## src/rtl/osc_trim_pkg.sv

```systemverilog
package osc_trim_pkg;

   // Decision produced by the window comparator for one interval
   typedef enum logic [1:0] {
      ADJ_HOLD = 2'd0,
      ADJ_UP   = 2'd1,
      ADJ_DOWN = 2'd2
   } adj_e;

   // Number of bits needed to hold values 0..n
   function automatic int unsigned span_bits(input int unsigned n);
      return (n < 2) ? 1 : $clog2(n + 1);
   endfunction

endpackage

```

## src/rtl/ref_edge_sync.sv

```systemverilog
module ref_edge_sync #(
   parameter int STAGES = 2,
   parameter bit RISE   = 1'b1
) (
   input  logic clk,
   input  logic rst_n,
   input  logic async_in,
   output logic pulse
);
   // stg[0..STAGES-1] form the synchronizer, stg[STAGES] is the history flop
   logic stg [STAGES+1];

   always_ff @(posedge clk or negedge rst_n) begin
      if (!rst_n) stg[0] <= 1'b0;
      else        stg[0] <= async_in;
   end

   for (genvar i = 1; i <= STAGES; i++) begin : g_chain
      always_ff @(posedge clk or negedge rst_n) begin
         if (!rst_n) stg[i] <= 1'b0;
         else        stg[i] <= stg[i-1];
      end
   end

   if (RISE) begin : g_rise
      assign pulse = stg[STAGES-1] & ~stg[STAGES];
   end else begin : g_fall
      assign pulse = ~stg[STAGES-1] & stg[STAGES];
   end

endmodule

```

## src/rtl/window_counter.sv

```systemverilog
module window_counter #(
   parameter int CNT_W = 12
) (
   input  logic             clk,
   input  logic             rst_n,
   input  logic             idle,
   input  logic             reload,
   output logic [CNT_W-1:0] count
);
   localparam logic [CNT_W-1:0] CNT_MAX = {CNT_W{1'b1}};

   // Reload with 1 so that the value seen at the next reload equals the
   // number of cycles between the two reload events.
   always_ff @(posedge clk or negedge rst_n) begin
      if (!rst_n)               count <= '0;
      else if (idle)            count <= '0;
      else if (reload)          count <= CNT_W'(1);
      else if (count != CNT_MAX) count <= count + 1'b1;
   end

endmodule

```

## src/rtl/trim_judge.sv

```systemverilog
module trim_judge
   import osc_trim_pkg::*;
#(
   parameter int CNT_W = 12,
   parameter int TOL_W = 8
) (
   input  logic [CNT_W-1:0] count,
   input  logic [CNT_W-1:0] expect_cnt,
   input  logic [TOL_W-1:0] tol_cnt,
   output adj_e             adj
);
   localparam int EW = CNT_W + 1;

   logic [EW-1:0] cnt_x, exp_x, tol_x, upper, cnt_plus_tol;

   always_comb begin
      cnt_x        = {1'b0, count};
      exp_x        = {1'b0, expect_cnt};
      tol_x        = {{(EW-TOL_W){1'b0}}, tol_cnt};
      upper        = exp_x + tol_x;
      cnt_plus_tol = cnt_x + tol_x;
      if (cnt_x > upper)             adj = ADJ_DOWN;
      else if (cnt_plus_tol < exp_x) adj = ADJ_UP;
      else                           adj = ADJ_HOLD;
   end

endmodule

```

## src/rtl/trim_stepper.sv

```systemverilog
module trim_stepper
   import osc_trim_pkg::*;
#(
   parameter int CNT_W  = 12,
   parameter int TRIM_W = 5,
   parameter int LOCK_N = 4
) (
   input  logic              clk,
   input  logic              rst_n,
   input  logic              en,
   input  logic              fire,
   input  adj_e              adj,
   input  logic [CNT_W-1:0]  count,
   output logic [TRIM_W-1:0] trim,
   output logic              locked,
   output logic              done,
   output logic [CNT_W-1:0]  last
);
   localparam int SW = span_bits(LOCK_N);
   localparam logic [TRIM_W-1:0] T_MAX = {1'b0, {(TRIM_W-1){1'b1}}};
   localparam logic [TRIM_W-1:0] T_MIN = {1'b1, {(TRIM_W-1){1'b0}}};
   localparam logic [SW-1:0]     RUN_N = SW'(LOCK_N);

   logic          armed;
   logic [SW-1:0] streak, streak_nxt;

   assign streak_nxt = (streak == RUN_N) ? streak : streak + 1'b1;

   always_ff @(posedge clk or negedge rst_n) begin
      if (!rst_n) begin
         trim   <= '0;
         locked <= 1'b0;
         done   <= 1'b0;
         last   <= '0;
         armed  <= 1'b0;
         streak <= '0;
      end else begin
         done <= 1'b0;
         if (!en) begin
            armed  <= 1'b0;
            locked <= 1'b0;
            streak <= '0;
         end else if (fire) begin
            armed <= 1'b1;
            if (armed) begin
               done <= 1'b1;
               last <= count;
               unique case (adj)
                  ADJ_DOWN: begin
                     if (trim != T_MIN) trim <= trim - 1'b1;
                     streak <= '0;
                     locked <= 1'b0;
                  end
                  ADJ_UP: begin
                     if (trim != T_MAX) trim <= trim + 1'b1;
                     streak <= '0;
                     locked <= 1'b0;
                  end
                  default: begin
                     streak <= streak_nxt;
                     locked <= (streak_nxt == RUN_N);
                  end
               endcase
            end
         end
      end
   end

endmodule

```

## src/rtl/osc_trim_cal.sv

```systemverilog
module osc_trim_cal
   import osc_trim_pkg::*;
#(
   parameter int CNT_W       = 12,
   parameter int TOL_W       = 8,
   parameter int TRIM_W      = 5,
   parameter int LOCK_N      = 4,
   parameter int SYNC_STAGES = 2,
   parameter bit MARK_RISE   = 1'b1
) (
   input  logic              clk,
   input  logic              rst_n,
   input  logic              cal_en,
   input  logic              ref_mark,
   input  logic [CNT_W-1:0]  expect_cnt,
   input  logic [TOL_W-1:0]  tol_cnt,
   output logic [TRIM_W-1:0] trim_code,
   output logic              locked,
   output logic              meas_done,
   output logic [CNT_W-1:0]  last_count
);
   // Elaboration-time parameter checks
   if (CNT_W < 4) begin : g_bad_cnt
      $error("osc_trim_cal: CNT_W must be at least 4");
   end
   if (TOL_W < 1 || TOL_W > CNT_W) begin : g_bad_tol
      $error("osc_trim_cal: TOL_W must be in 1..CNT_W");
   end
   if (TRIM_W < 2) begin : g_bad_trim
      $error("osc_trim_cal: TRIM_W must be at least 2");
   end
   if (LOCK_N < 1) begin : g_bad_lock
      $error("osc_trim_cal: LOCK_N must be at least 1");
   end
   if (SYNC_STAGES < 2) begin : g_bad_sync
      $error("osc_trim_cal: SYNC_STAGES must be at least 2");
   end

   logic             mark_evt;
   logic [CNT_W-1:0] run_cnt;
   adj_e             adj;

   ref_edge_sync #(
      .STAGES (SYNC_STAGES),
      .RISE   (MARK_RISE)
   ) u_sync (
      .clk      (clk),
      .rst_n    (rst_n),
      .async_in (ref_mark),
      .pulse    (mark_evt)
   );

   window_counter #(
      .CNT_W (CNT_W)
   ) u_cnt (
      .clk    (clk),
      .rst_n  (rst_n),
      .idle   (~cal_en),
      .reload (mark_evt),
      .count  (run_cnt)
   );

   trim_judge #(
      .CNT_W (CNT_W),
      .TOL_W (TOL_W)
   ) u_judge (
      .count      (run_cnt),
      .expect_cnt (expect_cnt),
      .tol_cnt    (tol_cnt),
      .adj        (adj)
   );

   trim_stepper #(
      .CNT_W  (CNT_W),
      .TRIM_W (TRIM_W),
      .LOCK_N (LOCK_N)
   ) u_step (
      .clk    (clk),
      .rst_n  (rst_n),
      .en     (cal_en),
      .fire   (mark_evt),
      .adj    (adj),
      .count  (run_cnt),
      .trim   (trim_code),
      .locked (locked),
      .done   (meas_done),
      .last   (last_count)
   );

endmodule

```

## config.mk

```make
export PLATFORM = sky130hd
export DESIGN_NAME = osc_trim_cal
export DESIGN_NICKNAME = d
export VERILOG_FILES = /design/src/rtl/osc_trim_pkg.sv /design/src/rtl/ref_edge_sync.sv /design/src/rtl/window_counter.sv /design/src/rtl/trim_judge.sv /design/src/rtl/trim_stepper.sv /design/src/rtl/osc_trim_cal.sv
export SDC_FILE = /design/constraint.sdc
export NUM_CORES = 1
export LEC_CHECK = 0
export ABC_AREA = 1
export CELL_PAD_IN_SITES_DETAIL_PLACEMENT = 1
export CELL_PAD_IN_SITES_GLOBAL_PLACEMENT = 1
export CORE_MARGIN = 4
export CORE_UTILIZATION = 45
export CTS_CLUSTER_DIAMETER = 80
export DETAILED_ROUTE_END_ITERATION = 8
export PLACE_DENSITY = 0.95
export SYNTH_ARGS = -nofsm -noshare
export SYNTH_HDL_FRONTEND = slang
export SYNTH_SLANG_ARGS = --single-unit
```

## constraint.sdc

```tcl
create_clock -name clk -period 10.2 [get_ports clk]
set_clock_uncertainty 0.05 [all_clocks]
set_input_delay 1.53 -clock clk [delete_from_list [all_inputs] [get_ports clk]]
set_output_delay 1.53 -clock clk [all_outputs]
set_load 0.005 [all_outputs]
```

==> results of run 1 <==
power by group through the flow:
stage	Clock (uW)	Sequential (uW)	Combinational [uW]
global placement	0	183	139
finish	108	182	152
floorplan	0	181	80.4
CTS	110	182	152
detailed placement	0	185	150
global route	115	183	168
path summary, 6_finish.rpt:
check | from | to | slack, ns | cells past startpoint
setup / recovery | tol_cnt[0] | u_step.trim[4]$_DFFE_PN0P_ | 4.44 | 24
hold / removal | u_sync.stg[2]$_DFF_PN0_ | u_sync.stg[1]$_DFF_PN0_ | 0.30 | 0
setup reg to reg | u_cnt.count[0]$_DFFE_PN0P_ | u_step.trim[4]$_DFFE_PN0P_ | 5.77 | 23
hold reg to reg | u_sync.stg[2]$_DFF_PN0_ | u_sync.stg[1]$_DFF_PN0_ | 0.30 | 0
max in group asynchronous | rst_n | u_cnt.count[1]$_DFFE_PN0P_ | 8.29 | 1
min in group asynchronous | rst_n | u_step.trim[3]$_DFFE_PN0P_ | 1.28 | 1
state kept, by name (all words and copies together) (netlist names):
register	count
u_sync.stg	3
u_step.trim	5
u_step.streak	3
u_step.done	1
u_step.armed	1
u_step.last	12
u_step.locked	1
u_cnt.count	12
final cells by class:
cell class              count  area (um^2)  share of cell area (%)
inverters                  67          251                    6.30
well taps                  99          124                    3.10
flip-flops and latches     38          951                    23.8
multi-input cells         321         2160                    54.1
repair buffers             42          415                    10.4
clock buffers               7         86.3                    2.16
clock inverters             1         5.00                   0.125
cell usage after synthesis, drive strengths merged (6+ instances only):
cell / n / area [um^2]
o21ai: 26 / 141
nor3: 6 / 35.0
nand3: 22 / 143
ha: 45 / 563
dfrtp: 38 / 951
xor2: 21 / 184
nand2: 111 / 464
inv: 67 / 251
a21oi: 29 / 175
nor2: 29 / 156
metal layers:
metal  vias to the layer above  GRT usage (%)
met5                         -              0
met4                         0           4.57
met3                         6           2.39
met2                        43           40.6
met1                      1508           28.2
li1                       1501              -
cells by family after synthesis:
family | share of synthesized area, %
XOR/XNOR | 6.23
AND/OR/NAND/NOR | 26.2
flip-flops | 28.2
AO/OA/AOI/OAI | 13.1
buffers and inverters | 7.82
adder cells (fa/ha/maj) | 18.5
through the flow:
step	cell area [um^2]	setup slack [ns]	utilization, %	hold slack [ns]	power, uW
finish	3990	4.44	55.1	0.302	441
detailed placement	3900	4.13	53.8	0.291	335
CTS	3990	4.45	55.1	0.304	443
global placement	3900	4.53	53.8	0.281	322
floorplan	3380	5.23	-	0.281	262
global route	3990	4.13	55.1	0.317	467
worst reg2reg max path, cell delays in order, from the launching register on:
cell,delay (ns)
dfrtp_1,0.39
ha_1,0.21
inv_1,0.09
fa_1,0.42
o21ai_2,0.23
a31oi_1,0.16
o21ai_0,0.29
nand3_1,0.14
xor2_1,0.17
ha_1,0.19
a21o_1,0.15
a31oi_1,0.16
nand3_2,0.11
a21oi_4,0.26
nand2_2,0.16
fa_1,0.44
nand2_1,0.09
nand2_1,0.05
a21oi_1,0.17
nand2_1,0.08
nand2_1,0.11
nand3_1,0.08
nand2_1,0.06
nand2_1,0.05
==> results.yml, run 1 <==
sta:
  slew_viol_final: 0
  final-setup-viol-count: 0
  max_slew_margin_pct: 43.8
  tightest_slew_ns: 0.843
  rsz0062_at_grt: "false"
  hold_violations: 0
  fin_crit_sh_pct: 56.5
  fmax_mhz: 174
  min_period_ns: 5.76
  timing.setup.tns_ns: 0
routing:
  routed_wl_mm: 9.36
  firstDrtPassIters: 4
  vias: 3058
  top_layer: "met4"
  met2_wirelength_mm: 4.84
  wl_met3_um: 218
  wl_per_cell_um: 16.3
  drt-initial-drc-count: 91
  vias_per_cell: 5.32
  m1WireLength_mm: 4.23
  antenna_left: 0
  drc: 0
clock_network:
  clock-sinks: 38
  post_cts_buffers: 0
  cts_tree: "yes"
  htreeDepth: 2
  path_clk_slew_ns: 0.07
  holdBufCountCts: 0
  cts_buffers: 5
  ctsLongestPathBuffers: 2
  clkLatencyLatePin_ns: 0.29
  cts_root_buf: "clkbuf_8"
  cts_resized: 0
worst_setup_path:
  crit_fanout: 5
  slowest_stage: "clkdlybuf4s50_1"
  crit_family: "compound AO/OA/AOI/OAI gates"
  arrival_ns: 5.90
  worstPathCellList: "clkdlybuf4s50_1 -> ha_1 -> inv_1 -> fa_1 -> o21ai_2 -> a31oi_1 -> o21ai_0 -> nand3_1 -> xor2_1 -> ha_1 -> a21o_1 -> a31oi_1 -> nand3_2 -> a21oi_4 -> nand2_2 -> fa_1 -> nand2_1 -> nand2_1 -> a21oi_1 -> nand2_1 -> nand2_1 -> nand3_1 -> nand2_1 -> nand2_1"
  crit_top_cell: "nand2_1"
  slowest_delay_ns: 0.49
  required_ns: 10.34
  start_kind: "input port"
  critical_path_class: "input port to flop"
  cp-end-kind: "flop"
  cp_num_buf_inv: 2
final_layout:
  layout_common_cells: "nand2_1, inv_1, ha_1"
  layout_commonest_cell: "nand2_1"
  final_nets: 547
  diodes: 0
  stdcell_count: 575
  syn_to_final_growth_pct: 18.3
  drive_above_1_share_pct: 10.3
  nFillCells: 934
floorplanning:
  core_mm2: 0.00725
  die-area_mm2: 0.00895
  start_util_pct: 46.5
  ioPinCount: 43
  rows: 31
  die_y_um: 94.6
  die_w_um: 94.6
synth:
  ys_warn_count: 0
  netlist_area_mm2: 0.00338
  ys_async_sr_fraction_pct: 100
  synth_cells: 429
  ys_types: 45
  yosysSeqAreaShare_pct: 28.2
  ys_seq_elements: 38
  synth_edf_count: 0
  synthFlopType: "dfrtp_1"
  synth_area_per_cell_um2: 7.87
  syn_nets: 501
place:
  portBuffers: 42
  place_congestion: 0.902
  dp_hpwl_mm: 7.82
  placedCellCount: 567
grt:
  antenna_found_initial: 0
  grt-ovfl-total: 0
  grt_max_degree: 39
  grt_pass1_vias: 3379
  grtUsageTotal_pct: 22.2
  grt_first_pass_wirelength_mm: 15.7
outcome:
  status: "finished, final reports clean"
power_and_ir_drop:
  combPwrFrac_pct: 34.5
  p_int_uw: 289
  irDropWorstVdd_mv: 0.0896
  p_seq_share_pct: 41.1
  p_sw_share_pct: 34.5
  p_leak_uw: 0.00198
  pwr-share-clk_pct: 24.4
  power_density_mw_per_mm2: 111
  power_switching_uw: 152
run:
  maxCapViolCount: 0
hold_path:
  hold_class: "flop to flop"
Power figures use the tool's default switching activity.
==> run 2: changes to the inputs <==
CORE_UTILIZATION = 38   (was 45)
PLACE_DENSITY = 0.87   (was 0.95)
clock period = 4.7 ns   (was 10.2 ns; I/O delays follow)
==> run 2 against run 1 <==
Effect of this change: combinational power increased by 120%; hold slack about the same; sequential share of layout area decreased by 0.72 points; first-iteration DRC count decreased by 6.6%; final area increased by 3.1%; critical path type unchanged; power increased by 130%; largest cell class unchanged; critical path depth increased by 2; register-to-register slack got worse by 5.0 ns; non-clock buffer count increased by 11; worst setup slack got worse by 4.2 ns; global-route usage decreased by 4.0 points.
==> results.yml, run 2 (same netlist as run 1, synthesis figures left out) <==
routing:
  drt-initial-drc-count: 85
  firstDrtPassIters: 4
  vias: 3074
  wl_per_cell_um: 15.3
  antenna_left: 0
  vias_per_cell: 5.17
  drc: 0
  routed_wl_mm: 9.08
final_layout:
  layout_commonest_cell: "nand2_1"
  drive_above_1_share_pct: 13.1
  largestRegisters: "u_cnt.count x12, u_step.last x12, u_step.trim x5"
  diodes: 0
  syn_to_final_growth_pct: 22.0
  postLayoutCellArea_mm2: 0.00412
  final_nets: 558
  layout_common_cells: "nand2_1, inv_1, ha_1"
floorplanning:
  ioPinCount: 43
  core_mm2: 0.00868
  die-area_mm2: 0.0105
  die_w_um: 102
  die_y_um: 102
  start_util_pct: 38.9
  rows: 34
clock_network:
  clkLatencyLatePin_ns: 0.29
  path_clk_slew_ns: 0.08
  cts_root_buf: "clkbuf_8"
  cts_tree: "yes"
  cts_buffers: 5
  clock-sinks: 38
  holdBufCountCts: 0
  htreeDepth: 2
  ctsLongestPathBuffers: 2
place:
  dp_slack_ns: -0.230
  portBuffers: 42
  dp_hpwl_mm: 7.46
  place_area_mm2: 0.00397
  place_congestion: 0.814
worst_setup_path:
  slowest_stage: "clkdlybuf4s50_1"
  slowest_delay_ns: 0.45
  crit_fanout: 5
  critical_path_class: "input port to flop"
  rr_worst_depth: 22
  arrival_ns: 4.57
  crit_top_cell: "nand2_1"
  cp-end-kind: "flop"
  required_ns: 4.84
  start_kind: "input port"
hold_path:
  hold_class: "flop to flop"
  worstHoldPathCells: 0
power_and_ir_drop:
  p_leak_uw: 0.00203
  power_uw: 1010
  irDropWorstVdd_mv: 0.226
  power_density_mw_per_mm2: 245
sta:
  setup_slack_ns: 0.271
  slew_viol_final: 0
  max_slew_margin_pct: 41.6
  min_period_ns: 4.43
  fmax_mhz: 226
  rsz0062_at_grt: "false"
  worst_hold_slack_ns: 0.302
  tightest_slew_ns: 0.876
  hold_violations: 0
  final-setup-viol-count: 0
  fin_crit_sh_pct: 94.2
grt:
  grt_max_degree: 39
  grtUsageTotal_pct: 18.2
  antenna_found_initial: 0
  grt_first_pass_wirelength_mm: 15.3
  grt-ovfl-total: 0
  grt_pass1_vias: 3323
run:
  maxCapViolCount: 0
outcome:
  status: "finished, final reports clean"
[run 2: cell types whose count changed in the layout (fill, tap and decap cells not counted), moves of 2 or more]
cell        previous run  this run
clkinvlp_4             0         2
fa_2                   0         2
buf_4                  0        11
fa_1                   3         1
[run 2: final timing paths]
| check | to | startpoint | slack (ns) |
|---|---|---|---|
| setup / recovery | u_step.trim[4]$_DFFE_PN0P_ | tol_cnt[3] | 0.27 |
| hold / removal | u_sync.stg[1]$_DFF_PN0_ | u_sync.stg[2]$_DFF_PN0_ | 0.30 |
| setup reg to reg | u_step.trim[4]$_DFFE_PN0P_ | u_cnt.count[5]$_DFFE_PN0P_ | 0.77 |
| hold reg to reg | u_sync.stg[1]$_DFF_PN0_ | u_sync.stg[2]$_DFF_PN0_ | 0.30 |
| max in group asynchronous | u_cnt.count[8]$_DFFE_PN0P_ | rst_n | 3.57 |
| min in group asynchronous | u_step.trim[0]$_DFFE_PN0P_ | rst_n | 0.46 |
[run 2: cell type report]
class | instances | area [um^2]
clock buffer | 5 | 68.8
clock inverter | 3 | 45.0
fill | 1111 | 4560
inverter | 67 | 251
multi-input combinational | 321 | 2170
sequential | 38 | 951
tap | 108 | 135
timing repair buffer | 53 | 498
[run 2: power by group]
group | switching (uW) | internal (uW)
Combinational | 175 | 161
Sequential | 36.3 | 358
Clock | 123 | 158
[run 2: worst max-delay path, delay by kind of cell]
family,cells,cell delay [ns]
AND/OR/NAND/NOR,14,1.16
XOR/XNOR,1,0.17
buffers and inverters,4,0.68
adder cells (fa/ha/maj),3,1.05
AO/OA/AOI/OAI,4,0.81
[run 2: per-layer routing]
layer	track usage (%)	up-vias	share of wire, %
li1	-	1522	-
met1	23.6	1495	45
met2	32.7	50	50
met3	2.39	7	4.0
met4	3.13	0	0.88
met5	0	-	0
[run 2: repair_timing]
action / in CTS / in global routing
gates resized for setup: 0 / 4
setup endpoints to repair: 0 / 2
setup buffers: 0 / 3
[run 2: metrics by stage]
step	cells	setup TNS (ns)	utilization (%)
2_1_floorplan	429	0	-
3_3_place_gp	584	0	45.8
3_5_place_dp	584	-0.272	45.8
4_1_cts	592	0	47.1
5_1_grt	595	0	47.5
6_report	595	0	47.5
==> run 3: changes to the inputs <==
CAP_MARGIN = 20   (was not set)
CORE_UTILIZATION = 43   (was 38)
DONT_BUFFER_PORTS = 1   (was not set)
PLACE_DENSITY = 0.85   (was 0.87)
==> run 3 against run 2 <==
Effect of this change: register-to-register slack got worse by 0.27 ns; worst setup slack better by 0.22 ns; largest power group unchanged; final area shrank 13%; highest routed layer unchanged; critical path type is now flop to flop; die area shrank 11%; wire length down 10%; combinational power fell by 32%; power fell by 15%.
==> results.yml, run 3 (same netlist as run 1, synthesis figures left out) <==
sta:
  rsz0062_at_grt: "false"
  fin_crit_sh_pct: 89.5
  final-setup-viol-count: 0
  min_period_ns: 4.20
  tightest_slew_ns: 0.605
  max_slew_margin_pct: 59.7
  timing.setup.tns_ns: 0
  hold_violations: 0
  slew_viol_final: 0
  fmax_mhz: 238
clock_network:
  clock-sinks: 38
  cts_tree: "yes"
  path_clk_slew_ns: 0.08
  ctsLongestPathBuffers: 2
  post_cts_buffers: 0
  clkLatencyLatePin_ns: 0.30
  cts_buffers: 5
  htreeDepth: 2
  holdBufCountCts: 0
  cts_resized: 0
  cts_root_buf: "clkbuf_8"
worst_setup_path:
  cp-end-kind: "flop"
  r2r-start: "u_cnt.count[0]$_DFFE_PN0P_"
  start_kind: "flop"
  arrival_ns: 4.35
  required_ns: 4.84
  crit_fanout: 5
  slowest_delay_ns: 0.42
  rr_worst_depth: 23
  crit_cells: 23
  worstPathCellList: "ha_1 -> inv_1 -> fa_1 -> o21ai_2 -> a31oi_1 -> o21ai_1 -> nand3_1 -> xor2_1 -> ha_1 -> a21o_1 -> a31oi_1 -> nand3_2 -> a21oi_4 -> nand2_2 -> fa_1 -> nand2_1 -> nand2_1 -> a21oi_1 -> nand2_1 -> nand2_1 -> nand3_1 -> nand2_1 -> nand2_1"
  crit_family: "compound AO/OA/AOI/OAI gates"
  critical_path_class: "flop to flop"
  cp_num_buf_inv: 1
  slowest_stage: "fa_1"
  reg2reg_slack_ns: 0.50
  worstReg2RegEnd: "u_step.trim[4]$_DFFE_PN0P_"
  cp-startpoint: "u_cnt.count[0]$_DFFE_PN0P_"
  crit_end: "u_step.trim[4]$_DFFE_PN0P_"
  crit_top_cell: "nand2_1"
final_layout:
  multi_input_area_mm2: 0.00216
  drive_above_1_share_pct: 11.3
  largestRegisters: "u_cnt.count x12, u_step.last x12, u_step.trim x5"
  diodes: 0
  ff_latch_area_um2: 951
  layout_commonest_cell: "nand2_1"
  nFillCells: 983
  final_util_pct: 46.6
  layout_common_cells: "nand2_1, inv_1, ha_1"
  final_nets: 505
  syn_to_final_growth_pct: 6.23
place:
  place_congestion: 0.853
  dp_hpwl_mm: 6.92
  portBuffers: 0
routing:
  vias: 2808
  drc: 0
  wl_per_cell_um: 15.2
  drt-initial-drc-count: 44
  firstDrtPassIters: 4
  routed_wl_mm: 8.15
  vias_per_cell: 5.24
  antenna_left: 0
grt:
  grtUsageTotal_pct: 18.6
  grt_pass1_vias: 3114
  antenna_found_initial: 0
  grt_max_degree: 39
  grt-ovfl-total: 0
  grt_first_pass_wirelength_mm: 14.6
floorplanning:
  die_y_um: 96.6
  core_mm2: 0.00769
  rows: 32
  ioPinCount: 43
  die_w_um: 96.6
  start_util_pct: 43.9
  die-area_mm2: 0.00933
power_and_ir_drop:
  power_density_mw_per_mm2: 239
  irDropWorstVdd_mv: 0.213
  p_leak_uw: 0.00182
outcome:
  status: "finished, final reports clean"
hold_path:
  hold_class: "input port to async pin"
run:
  maxCapViolCount: 0
[run 3: cell count changes in the layout (fill, tap and decap cells not counted), sizes merged]
cell           change
bufinv             -1
clkbuf             +1
clkinv             +1
clkdlybuf4s50     -41
clkinvlp           -1
buf               -12
[run 3: metal layers]
layer	wire length (um)	part of all wire (%)	global-route usage, %
met1	3890	48	24.2
met2	3810	47	31.2
met3	330	4.0	4.04
met4	121	1.5	5.18
met5	0	0	0
[run 3: where the power goes]
| group | leakage [uW] | switching (uW) | internal [uW] |
|---|---|---|---|
| clock | 0.0000472 | 114 | 118 |
| sequential | 0.000503 | 41.8 | 358 |
| combinational | 0.00127 | 137 | 89.6 |
| total | 0.00182 | 293 | 565 |
[run 3: worst reg2reg max path: cells and delay by family (launching register included)]
kind,cells,cell delay (ns)
AOI/OAI and AO/OA,7,1.34
adders and majority gates,4,1.21
xor gates and xnor gates,1,0.16
DFF,1,0.39
and+or+nand+nor,10,0.90
buffers and inverters,1,0.07
[run 3: worst min-delay path by stage]
stage	startpoint	to	slack, ns	depth (start not counted)
3_3_place_gp	u_sync.stg[2]$_DFF_PN0_	u_sync.stg[1]$_DFF_PN0_	0.29	0
6_report	rst_n	u_step.trim[2]$_DFFE_PN0P_	0.05	0
4_1_cts	rst_n	u_step.armed$_DFFE_PN0P_	0.03	0
5_1_grt	rst_n	u_step.trim[2]$_DFFE_PN0P_	0.02	0
2_1_floorplan	u_sync.stg[2]$_DFF_PN0_	u_sync.stg[1]$_DFF_PN0_	0.28	0
3_5_place_dp	u_sync.stg[2]$_DFF_PN0_	u_sync.stg[1]$_DFF_PN0_	0.29	0
[run 3: layout make-up]
class,count,area share [%]
multi-input combinational,321,60.3
sequential,38,26.5
inverter,67,7.01
tap,102,3.56
clock buffer,6,2.30
clock inverter,2,0.349
[run 3: per-stage QoR]
step / hold WS, ns / worst slack (ns) / cells / power (uW) / area [um^2]
after global routing: 0.0240 / 0.00486 / 536 / 931 / 3590
after floorplan: 0.281 / 0.551 / 429 / 568 / 3380
final: 0.0450 / 0.496 / 536 / 859 / 3590
after global placement: 0.285 / 0.338 / 528 / 618 / 3490
after CTS: 0.0349 / 0.398 / 536 / 870 / 3590
after detailed placement: 0.286 / 0.108 / 528 / 633 / 3490
